## config.mk

```make
export PLATFORM = sky130hd
export DESIGN_NAME = evq_trace_top
export DESIGN_NICKNAME = d
export VERILOG_FILES = /design/src/rtl/evq_pkg.sv /design/src/rtl/evq_qualify.sv /design/src/rtl/evq_ctrl.sv /design/src/rtl/evq_ram.sv /design/src/rtl/evq_reader.sv /design/src/rtl/evq_trace_top.sv
export SDC_FILE = /design/constraint.sdc
export NUM_CORES = 1
export LEC_CHECK = 0
export ABC_AREA = 1
export BUFFER_PORTS_ARGS = -buffer_cell sky130_fd_sc_hd__buf_2
export CORE_MARGIN = 1.5
export CORE_UTILIZATION = 45
export CTS_CLUSTER_DIAMETER = 30
export DETAILED_ROUTE_END_ITERATION = 8
export PLACE_DENSITY = 0.72
export SLEW_MARGIN = 20
export SYNTH_ARGS = -nofsm -noshare
export SYNTH_HDL_FRONTEND = slang
export SYNTH_SLANG_ARGS = --single-unit
```

## constraint.sdc

```tcl
create_clock -name clk -period 2.6 [get_ports clk]
set_input_delay 0.26 -clock clk [delete_from_list [all_inputs] [get_ports clk]]
set_output_delay 0.26 -clock clk [all_outputs]
set_load 0.02 [all_outputs]
```

## src/rtl/evq_pkg.sv

```systemverilog
package evq_pkg;
  typedef enum logic [1:0] {
    ST_ARMED = 2'd0,
    ST_POST  = 2'd1,
    ST_STOP  = 2'd2
  } cap_state_e;

  localparam logic TAG_REG = 1'b0;
  localparam logic TAG_BR  = 1'b1;
endpackage

```

## src/rtl/evq_qualify.sv

```systemverilog
module evq_qualify #(
  parameter int RA_W = 5,
  parameter int DW   = 32,
  localparam int REC_W = 1 + RA_W + DW
) (
  input  logic             clk,
  input  logic             rst_n,
  input  logic             clr,
  input  logic             enable,
  input  logic             rf_we,
  input  logic [RA_W-1:0]  rf_addr,
  input  logic [DW-1:0]    rf_wdata,
  input  logic             br_taken,
  input  logic [DW-1:0]    br_pc,
  output logic             ev_ready,
  output logic             wr_en,
  output logic [REC_W-1:0] wr_rec
);
  import evq_pkg::*;

  logic             skid_v;
  logic [REC_W-1:0] skid_rec;
  logic [REC_W-1:0] reg_rec, br_rec;
  logic             raw_en;

  assign reg_rec  = {TAG_REG, rf_addr, rf_wdata};
  assign br_rec   = {TAG_BR, {RA_W{1'b0}}, br_pc};
  assign ev_ready = !skid_v;

  always_comb begin
    raw_en = 1'b0;
    wr_rec = reg_rec;
    if (skid_v) begin
      raw_en = 1'b1;
      wr_rec = skid_rec;
    end else if (rf_we) begin
      raw_en = 1'b1;
      wr_rec = reg_rec;
    end else if (br_taken) begin
      raw_en = 1'b1;
      wr_rec = br_rec;
    end
  end

  assign wr_en = raw_en && enable;

  always_ff @(posedge clk or negedge rst_n) begin
    if (!rst_n) begin
      skid_v   <= 1'b0;
      skid_rec <= '0;
    end else if (clr || !enable || skid_v) begin
      skid_v <= 1'b0;
    end else if (rf_we && br_taken) begin
      skid_v   <= 1'b1;
      skid_rec <= br_rec;
    end
  end

  p_skid_drains_r3: assert property (@(posedge clk) disable iff (!rst_n)
    skid_v |=> !skid_v);

  p_ready_low_after_dual_r3: assert property (@(posedge clk) disable iff (!rst_n)
    (enable && !clr && ev_ready && rf_we && br_taken) |=> !ev_ready);
endmodule

```

## src/rtl/evq_ctrl.sv

```systemverilog
module evq_ctrl #(
  parameter int AW     = 4,
  parameter int POST_W = 8
) (
  input  logic              clk,
  input  logic              rst_n,
  input  logic              clr,
  input  logic              trig,
  input  logic [POST_W-1:0] post_cnt,
  input  logic              wr_en,
  output logic              enable,
  output logic [AW-1:0]     wptr,
  output logic              wrapped,
  output logic              done
);
  import evq_pkg::*;

  localparam int DEPTH = 1 << AW;

  cap_state_e        state;
  logic [POST_W-1:0] left;

  assign enable = (state != ST_STOP);
  assign done   = (state == ST_STOP);

  always_ff @(posedge clk or negedge rst_n) begin
    if (!rst_n) begin
      state   <= ST_ARMED;
      left    <= '0;
      wptr    <= '0;
      wrapped <= 1'b0;
    end else if (clr) begin
      state   <= ST_ARMED;
      left    <= '0;
      wptr    <= '0;
      wrapped <= 1'b0;
    end else begin
      if (wr_en) begin
        wptr <= wptr + 1'b1;
        if (wptr == AW'(DEPTH - 1)) wrapped <= 1'b1;
      end
      unique case (state)
        ST_ARMED: if (trig) begin
          if (post_cnt == '0) state <= ST_STOP;
          else begin
            state <= ST_POST;
            left  <= post_cnt;
          end
        end
        ST_POST: if (wr_en) begin
          if (left == POST_W'(1)) state <= ST_STOP;
          left <= left - 1'b1;
        end
        default: state <= ST_STOP;
      endcase
    end
  end

  p_ptr_wrap_r4: assert property (@(posedge clk) disable iff (!rst_n)
    (wr_en && !clr && wptr == AW'(DEPTH - 1)) |=> (wptr == '0 && wrapped));

  p_done_sticky_r7: assert property (@(posedge clk) disable iff (!rst_n)
    (done && !clr) |=> done);

  p_no_write_when_done_r7: assert property (@(posedge clk) disable iff (!rst_n)
    done |-> !wr_en);

  p_zero_post_stops_r6: assert property (@(posedge clk) disable iff (!rst_n)
    (state == ST_ARMED && trig && !clr && post_cnt == '0) |=> done);
endmodule

```

## src/rtl/evq_ram.sv

```systemverilog
module evq_ram #(
  parameter int AW = 4,
  parameter int W  = 38
) (
  input  logic          clk,
  input  logic          wr_en,
  input  logic [AW-1:0] wr_addr,
  input  logic [W-1:0]  wr_data,
  input  logic [AW-1:0] rd_addr,
  output logic [W-1:0]  rd_data
);
  localparam int DEPTH = 1 << AW;

  logic [W-1:0] mem [DEPTH];

  always_ff @(posedge clk) begin
    if (wr_en) mem[wr_addr] <= wr_data;
  end

  assign rd_data = mem[rd_addr];
endmodule

```

## src/rtl/evq_reader.sv

```systemverilog
module evq_reader #(
  parameter int AW = 4,
  parameter int W  = 38
) (
  input  logic          clk,
  input  logic          rst_n,
  input  logic          clr,
  input  logic          done,
  input  logic [AW-1:0] wptr,
  input  logic          wrapped,
  output logic [AW-1:0] ram_addr,
  input  logic [W-1:0]  ram_data,
  output logic          rd_valid,
  input  logic          rd_ready,
  output logic [W-1:0]  rd_data,
  output logic          rd_last
);
  localparam int DEPTH = 1 << AW;

  logic          done_q;
  logic [AW-1:0] rptr;
  logic [AW:0]   remain;

  assign ram_addr = rptr;
  assign rd_last  = rd_valid && (remain == '0);

  always_ff @(posedge clk or negedge rst_n) begin
    if (!rst_n) begin
      done_q   <= 1'b0;
      rptr     <= '0;
      remain   <= '0;
      rd_valid <= 1'b0;
      rd_data  <= '0;
    end else if (clr) begin
      done_q   <= 1'b0;
      rptr     <= '0;
      remain   <= '0;
      rd_valid <= 1'b0;
    end else begin
      done_q <= done;
      if (done && !done_q) begin
        rptr   <= wrapped ? wptr : '0;
        remain <= wrapped ? (AW+1)'(DEPTH) : {1'b0, wptr};
      end else if ((!rd_valid || rd_ready) && remain != '0) begin
        rd_data  <= ram_data;
        rd_valid <= 1'b1;
        rptr     <= rptr + 1'b1;
        remain   <= remain - 1'b1;
      end else if (rd_ready) begin
        rd_valid <= 1'b0;
      end
    end
  end

  p_hold_when_stalled_r8: assert property (@(posedge clk) disable iff (!rst_n)
    (rd_valid && !rd_ready && !clr) |=> (rd_valid && $stable(rd_data)));

  p_quiet_until_done_r8: assert property (@(posedge clk) disable iff (!rst_n)
    !done |-> !rd_valid);
endmodule

```

## src/rtl/evq_trace_top.sv

```systemverilog
module evq_trace_top #(
  parameter int AW     = 4,
  parameter int RA_W   = 5,
  parameter int DW     = 32,
  parameter int POST_W = 8,
  localparam int REC_W = 1 + RA_W + DW
) (
  input  logic              clk,
  input  logic              rst_n,
  input  logic              clr,
  input  logic              rf_we,
  input  logic [RA_W-1:0]   rf_addr,
  input  logic [DW-1:0]     rf_wdata,
  input  logic              br_taken,
  input  logic [DW-1:0]     br_pc,
  output logic              ev_ready,
  input  logic              trig,
  input  logic [POST_W-1:0] post_cnt,
  output logic              done,
  output logic              rd_valid,
  input  logic              rd_ready,
  output logic [REC_W-1:0]  rd_data,
  output logic              rd_last
);
  logic             enable, wr_en, wrapped;
  logic [REC_W-1:0] wr_rec, ram_q;
  logic [AW-1:0]    wptr, raddr;

  evq_qualify #(.RA_W(RA_W), .DW(DW)) qual_i (
    .clk(clk), .rst_n(rst_n), .clr(clr), .enable(enable),
    .rf_we(rf_we), .rf_addr(rf_addr), .rf_wdata(rf_wdata),
    .br_taken(br_taken), .br_pc(br_pc), .ev_ready(ev_ready),
    .wr_en(wr_en), .wr_rec(wr_rec));

  evq_ctrl #(.AW(AW), .POST_W(POST_W)) ctrl_i (
    .clk(clk), .rst_n(rst_n), .clr(clr), .trig(trig), .post_cnt(post_cnt),
    .wr_en(wr_en), .enable(enable), .wptr(wptr), .wrapped(wrapped),
    .done(done));

  evq_ram #(.AW(AW), .W(REC_W)) ram_i (
    .clk(clk), .wr_en(wr_en), .wr_addr(wptr), .wr_data(wr_rec),
    .rd_addr(raddr), .rd_data(ram_q));

  evq_reader #(.AW(AW), .W(REC_W)) rdr_i (
    .clk(clk), .rst_n(rst_n), .clr(clr), .done(done), .wptr(wptr),
    .wrapped(wrapped), .ram_addr(raddr), .ram_data(ram_q),
    .rd_valid(rd_valid), .rd_ready(rd_ready), .rd_data(rd_data),
    .rd_last(rd_last));
endmodule

```

==> results.sh, run 1 <==
export IMPL_status="completed"
export IMPL_cap_violations=0
export IMPL_finalNetCount=3083
export IMPL_hold_path_depth=5
export IMPL_core_area_mm2=0.06458
export IMPL_ios=126
export IMPL_cts_setup_buffers=0
export IMPL_cp_required_ns=2.92
export IMPL_max_vdd_ir_drop_v=0.0007655
export IMPL_root_buffer="clkbuf_16"
export IMPL_drt_iter0_drc=2486
export IMPL_cp_max_fo=37
export IMPL_wl_per_cell_um=20.04
export IMPL_setup_viol=0
export IMPL_grt_pass1_wl_mm=121.3
export IMPL_placed_cell_area_mm2=0.03158
export IMPL_r2r_setup_slack_ns=0.28
export IMPL_num_rows=93
export IMPL_die_h_um=259.0
export IMPL_route_detailed_drc=0
export IMPL_p_leak_uw=0.01485
export IMPL_max_freq_mhz=431.2
export IMPL_numPortBuffers=125
export IMPL_fin_crit_sh_pct=89.21
export IMPL_die_width_um=259.0
export IMPL_slew_headroom_pct=25.60
export IMPL_design_area_mm2=0.03654
export IMPL_cts_buffers=134
export IMPL_skew_ns=0.02333
export IMPL_holdPathEnd="ctrl_i.state[1]"
export IMPL_fillers=5061
export IMPL_start_kind="flip-flop"
export IMPL_cts_sinks=706
export IMPL_vias=21568
export IMPL_mostFrequentLayoutCells="nand2_1 (1029), edfxtp_1 (608), nand3_1 (465), clkbuf_16 (138), buf_2 (124)"
export IMPL_syn_area_mm2=0.02949
export IMPL_fin_crit_ns=2.319
export IMPL_ys_seq_area_share_pct=70.22
export IMPL_grt_max_degree=104
export IMPL_mappedNetlistNets=2845
export IMPL_area_growth_pct=23.90
export IMPL_hpwl_mm=41.96
export IMPL_powerDensity_mw_per_mm2=1169
export IMPL_layout_drive_gt1_share_pct=15.23
export IMPL_via_per_inst=5.455
export IMPL_hold_viol=0
export IMPL_gp_routability_congestion=0.8397
export IMPL_fin_util_pct=56.58
export IMPL_critPathCaptureType="flip-flop"
export IMPL_netlist_instances=2753
export IMPL_cts_tree="built"
export IMPL_hp_start="trig"
export IMPL_antenna_found_initial=1
export IMPL_cts_buffer_depth=3
export IMPL_ant_nets=0
export IMPL_insertedDiodeCount=0
export IMPL_h_tree_depth=4
export IMPL_insertion_delay_ns=0.71
export IMPL_tightest_slew_ns=1.112
export IMPL_grt_util_all_layers_pct=23.88
export IMPL_worstReg2RegEnd="ram_i.mem[2][27]"
export IMPL_maxSlewViolCount=0
export IMPL_grt_pass1_vias=21314
export IMPL_critical_path_arrival_ns=2.64
export IMPL_reg2reg_depth=4
export IMPL_path_clk_slew_ns=0.05
export IMPL_yosysUniqueCellTypes=29
export IMPL_mostFrequentLayoutCell="nand2_1"
export IMPL_post_cts_resized=0
export IMPL_dieArea_mm2=0.06708
export IMPL_hold_class="input pin to flip-flop"
export IMPL_synth_avg_cell_area_um2=10.71
export IMPL_first_pass_iters=6
export IMPL_drt_wl_total_mm=79.25
export IMPL_rsz0062_at_grt="no"
export IMPL_initial_core_util_pct=45.67
export IMPL_gr_total_overflow=0
export IMPL_worstSetupPathType="flip-flop to flip-flop"
export IMPL_postCtsHoldBufs=43
export IMPL_ys_ff_latch=706
export IMPL_synth_warnings=0
export IMPL_r2r_start="qual_i.skid_v"
==> how the worst max path moves through the flow <==
stage / from / endpoint / slack [ns] / cells past startpoint
floorplan: qual_i.skid_v / ram_i.mem[11][0] / -0.31 / 7
global placement: rf_we / ram_i.mem[3][23] / 0.37 / 7
detailed placement: rf_we / ram_i.mem[3][26] / 0.30 / 7
CTS: qual_i.skid_v / ram_i.mem[15][27] / 0.36 / 4
global route: qual_i.skid_v / ram_i.mem[6][28] / 0.17 / 4
finish: qual_i.skid_v / ram_i.mem[2][27] / 0.28 / 4
==> sequential cells by signal (all words and copies together), names as in the netlist <==
signal and count:
ram_i.mem 608, rdr_i.rd_data 38, ctrl_i.wptr 4, qual_i.skid_v 1, qual_i.skid_rec 33, ctrl_i.left 8, ctrl_i.state 2, rdr_i.done_q 1
rdr_i.remain 5, rdr_i.rd_valid 1, ctrl_i.wrapped 1, rdr_i.ram_addr 4
==> critical path, stage by stage, from the launching register on <==
cell and delay [ns]:
dfrtp_1 0.38, inv_2 0.20, buf_4 0.38, nor2_1 0.11
nor2_1 0.86
==> final cells by class <==
class	count	area (um^2)	share of cell area (%)
clock buffers	165	3605	9.865
clock inverters	79	922.1	2.524
inverters	110	424.2	1.161
multi-input cells	1779	7710	21.10
flip-flops and latches	706	20720	56.71
well taps	855	1070	2.928
repair buffers	260	2087	5.712
==> routing by layer <==
| layer | vias to the layer above | part of all wire [%] | GRT usage (%) |
|---|---|---|---|
| met5 | - | 0 | 0 |
| met4 | 0 | 3.1 | 10.23 |
| met3 | 213 | 8.8 | 4.696 |
| met2 | 1188 | 48 | 39.16 |
| met1 | 10270 | 40 | 31.04 |
| li1 | 9897 | - | - |
==> cell families (layout without fill, tap and decap cells) <==
logic type	count (synthesis)	count (layout)	share of synthesized area (%)
DFF	706	706	70.22
buffers and inverters	268	614	4.060
xor gates and xnor gates	3	3	0.08911
and+or+nand+nor	1629	1629	22.86
adders and majority gates	8	8	0.3394
AOI/OAI and AO/OA	139	139	2.427
==> Yosys cell counts, drive strengths merged <==
cell type | n | share of area [%]
edfxtp | 608 | 62
nand2 | 1034 | 13
dfrtp | 98 | 8.3
a211oi | 1 | 0.025
or2 | 4 | 0.085
ha | 8 | 0.34
o211ai | 1 | 0.025
a22oi | 1 | 0.025
a31oi | 1 | 0.021
clkbuf | 38 | 0.49
nor3 | 4 | 0.068
o21ai | 89 | 1.5
o22ai | 9 | 0.19
nand3 | 466 | 7.9
nor2 | 117 | 1.5
a21oi | 37 | 0.63
buf | 120 | 2.2
xor2 | 3 | 0.089
inv | 110 | 1.4
nand4 | 4 | 0.085
==> metrics by stage <==
stage	hold slack [ns]	TNS, ns	setup slack [ns]	cells	power [uW]
3_3_place_gp	0.2823	0	0.3671	3667	25210
4_1_cts	0.009845	0	0.3607	3954	42740
5_1_grt	0.05616	0	0.1706	3954	44640
6_report	0.05757	0	0.2807	3954	42700
2_1_floorplan	-0.03559	-178.93	-0.3140	2753	21910
3_5_place_dp	0.2746	0	0.2963	3667	25390
==> power by group <==
| group | switching, uW | internal, uW | leakage, uW |
|---|---|---|---|
| sequential | 586 | 13800 | 0.00675 |
| combinational | 7740 | 3300 | 0.00588 |
| clock | 5770 | 11500 | 0.00221 |
| total | 14100 | 28600 | 0.0148 |
No activity file was read; power rests on OpenSTA's default activity.
==> run 2, diff against run 1 <==
--- a/config.mk
+++ b/config.mk
@@ -10,7 +10,9 @@
 export CORE_MARGIN = 1.5
 export CORE_UTILIZATION = 45
 export CTS_CLUSTER_DIAMETER = 30
+export CTS_CLUSTER_SIZE = 24
 export DETAILED_ROUTE_END_ITERATION = 8
+export HOLD_SLACK_MARGIN = 0.03
 export PLACE_DENSITY = 0.72
 export SLEW_MARGIN = 20
 export SYNTH_ARGS = -nofsm -noshare
==> constraint.sdc (replaced) <==
create_clock -name clk -period 2.6 [get_ports clk]
set_input_delay 0.26 -clock clk [delete_from_list [all_inputs] [get_ports clk]]
set_output_delay 0.26 -clock clk [all_outputs]
set_load 0.01 [all_outputs]
==> run 2 against run 1 <==
Worst hold slack improved by 0.035 ns; utilization barely moved; count of clock-buffer cells in the layout did not move; highest routed layer unchanged; design area barely moved; first-iteration DRC count fell by 8.0%; global-route usage barely moved; maximum frequency rose by 1.2%; largest power group unchanged; largest cell class unchanged; die area did not move; via count fell by 0.17%; setup slack improved by 0.029 ns.
==> results.sh, run 2 (synthesis results as in run 1) <==
export IMPL_first_pass_iters=6
export IMPL_cts_buffer_depth=3
export IMPL_mostFrequentLayoutCells="nand2_1 (1029), edfxtp_1 (608), nand3_1 (465), clkbuf_16 (138), buf_2 (124)"
export IMPL_ant_nets=0
export IMPL_tns_ns=0
export IMPL_finalNetCount=3084
export IMPL_start_kind="flip-flop"
export IMPL_slew_headroom_pct=26.47
export IMPL_p_leak_uw=0.01485
export IMPL_max_vdd_ir_drop_v=0.0007635
export IMPL_cp_required_ns=2.93
export IMPL_fin_crit_sh_pct=88.11
export IMPL_status="completed"
export IMPL_skew_ns=0.02378
export IMPL_cp_max_fo=37
export IMPL_path_clk_slew_ns=0.05
export IMPL_hold_viol=0
export IMPL_maxSlewViolCount=0
export IMPL_powerDensity_mw_per_mm2=1161
export IMPL_grt_util_all_layers_pct=23.89
export IMPL_fillers=5059
export IMPL_drt_iter0_drc=2287
export IMPL_dieArea_mm2=0.06708
export IMPL_critical_path_arrival_ns=2.62
export IMPL_postCtsHoldBufs=44
export IMPL_numPortBuffers=125
export IMPL_rsz0062_at_grt="no"
export IMPL_placed_cell_area_mm2=0.03158
export IMPL_design_area_mm2=0.03655
export IMPL_via_per_inst=5.444
export IMPL_post_cts_resized=0
export IMPL_worstReg2RegEnd="ram_i.mem[12][28]"
export IMPL_tightest_slew_ns=1.099
export IMPL_vias=21531
export IMPL_num_rows=93
export IMPL_worstSetupPathType="flip-flop to flip-flop"
export IMPL_wl_per_cell_um=19.99
export IMPL_cap_violations=0
export IMPL_critPathLaunch="qual_i.skid_v"
export IMPL_core_area_mm2=0.06458
export IMPL_insertedDiodeCount=0
export IMPL_top_regs="ram_i.mem: 608 flops, rdr_i.rd_data: 38 flops, qual_i.skid_rec: 33 flops"
export IMPL_setup_viol=0
export IMPL_max_freq_mhz=436.5
export IMPL_root_buffer="clkbuf_16"
export IMPL_hpwl_mm=41.96
export IMPL_cts_setup_buffers=0
export IMPL_die_width_um=259.0
export IMPL_r2r_start="qual_i.skid_v"
export IMPL_mostFrequentLayoutCell="nand2_1"
export IMPL_insertion_delay_ns=0.70
export IMPL_fin_crit_ns=2.291
export IMPL_cts_tree="built"
export IMPL_grt_pass1_wl_mm=121.4
export IMPL_top_register="ram_i.mem"
export IMPL_drt_wl_total_mm=79.08
export IMPL_initial_core_util_pct=45.67
export IMPL_critPathCaptureType="flip-flop"
export IMPL_layout_drive_gt1_share_pct=15.23
export IMPL_area_growth_pct=23.93
export IMPL_r2r_setup_slack_ns=0.31
export IMPL_grt_pass1_vias=21302
export IMPL_largest_reg_flops=608
export IMPL_grt_max_degree=104
export IMPL_route_detailed_drc=0
export IMPL_gp_routability_congestion=0.8397
export IMPL_reg2reg_depth=4
export IMPL_ios=126
export IMPL_die_h_um=259.0
export IMPL_gr_total_overflow=0
export IMPL_cts_sinks=706
export IMPL_h_tree_depth=4
export IMPL_cts_buffers=134
export IMPL_hold_class="input pin to async pin"
export IMPL_critPathCapture="ram_i.mem[12][28]"
export IMPL_antenna_found_initial=1
run 2: cell count changes in the layout (fill, tap and decap cells not counted):
cell           before  now
dlygate4sd3_1      43   44
run 2: final cells by class:
class / count / area [um^2] / area share [%]
Clock inverter: 79 / 922.1 / 2.523
Sequential cell: 706 / 20720 / 56.70
Timing Repair Buffer: 261 / 2097 / 5.737
Inverter: 110 / 424.2 / 1.160
Multi-Input combinational cell: 1779 / 7710 / 21.09
Clock buffer: 165 / 3605 / 9.862
Tap cell: 855 / 1070 / 2.927
run 2: how the worst min path moves through the flow:
stage	from	end	cells after the start
floorplan	rst_n	ctrl_i.left[0]	0
global placement	rst_n	qual_i.skid_rec[8]	1
detailed placement	rst_n	qual_i.skid_rec[8]	1
CTS	rst_n	qual_i.skid_rec[13]	2
global route	rf_addr[2]	ram_i.mem[6][34]	4
finish	rst_n	qual_i.skid_rec[8]	2
run 2: per-stage QoR:
stage | setup WS, ns | util [%] | std cells | total power (uW) | hold slack (ns)
floorplan | -0.3140 | - | 2753 | 21690 | -0.03559
finish | 0.3092 | 56.60 | 3955 | 42450 | 0.09266
CTS | 0.3607 | 56.59 | 3955 | 42510 | 0.07478
detailed placement | 0.2963 | 48.90 | 3667 | 25160 | 0.2746
global placement | 0.3671 | 48.90 | 3667 | 24980 | 0.2823
global route | 0.1706 | 56.60 | 3955 | 44410 | 0.1225
run 2: report_power, final:
part	internal (uW)	switching (uW)	leakage [uW]
clock network	11500	5770	0.00221
logic	3300	7480	0.00589
registers	13800	586	0.00675
total	28600	13800	0.0148
run 2: worst max-delay path: stages, from the launching register on:
cell and delay [ns]:
dfrtp_1 0.38, inv_2 0.20, buf_4 0.38, nor2_1 0.09, nor2_1 0.85
run 2: per-layer routing:
| metal | track usage [%] | wire, um | up-vias |
|---|---|---|---|
| met2 | 39.15 | 38390 | 1213 |
| met1 | 31.08 | 31430 | 10225 |
| met4 | 10.23 | 2359 | 0 |
| met5 | 0 | 0 | - |
| met3 | 4.696 | 6895 | 195 |
| li1 | - | - | 9898 |
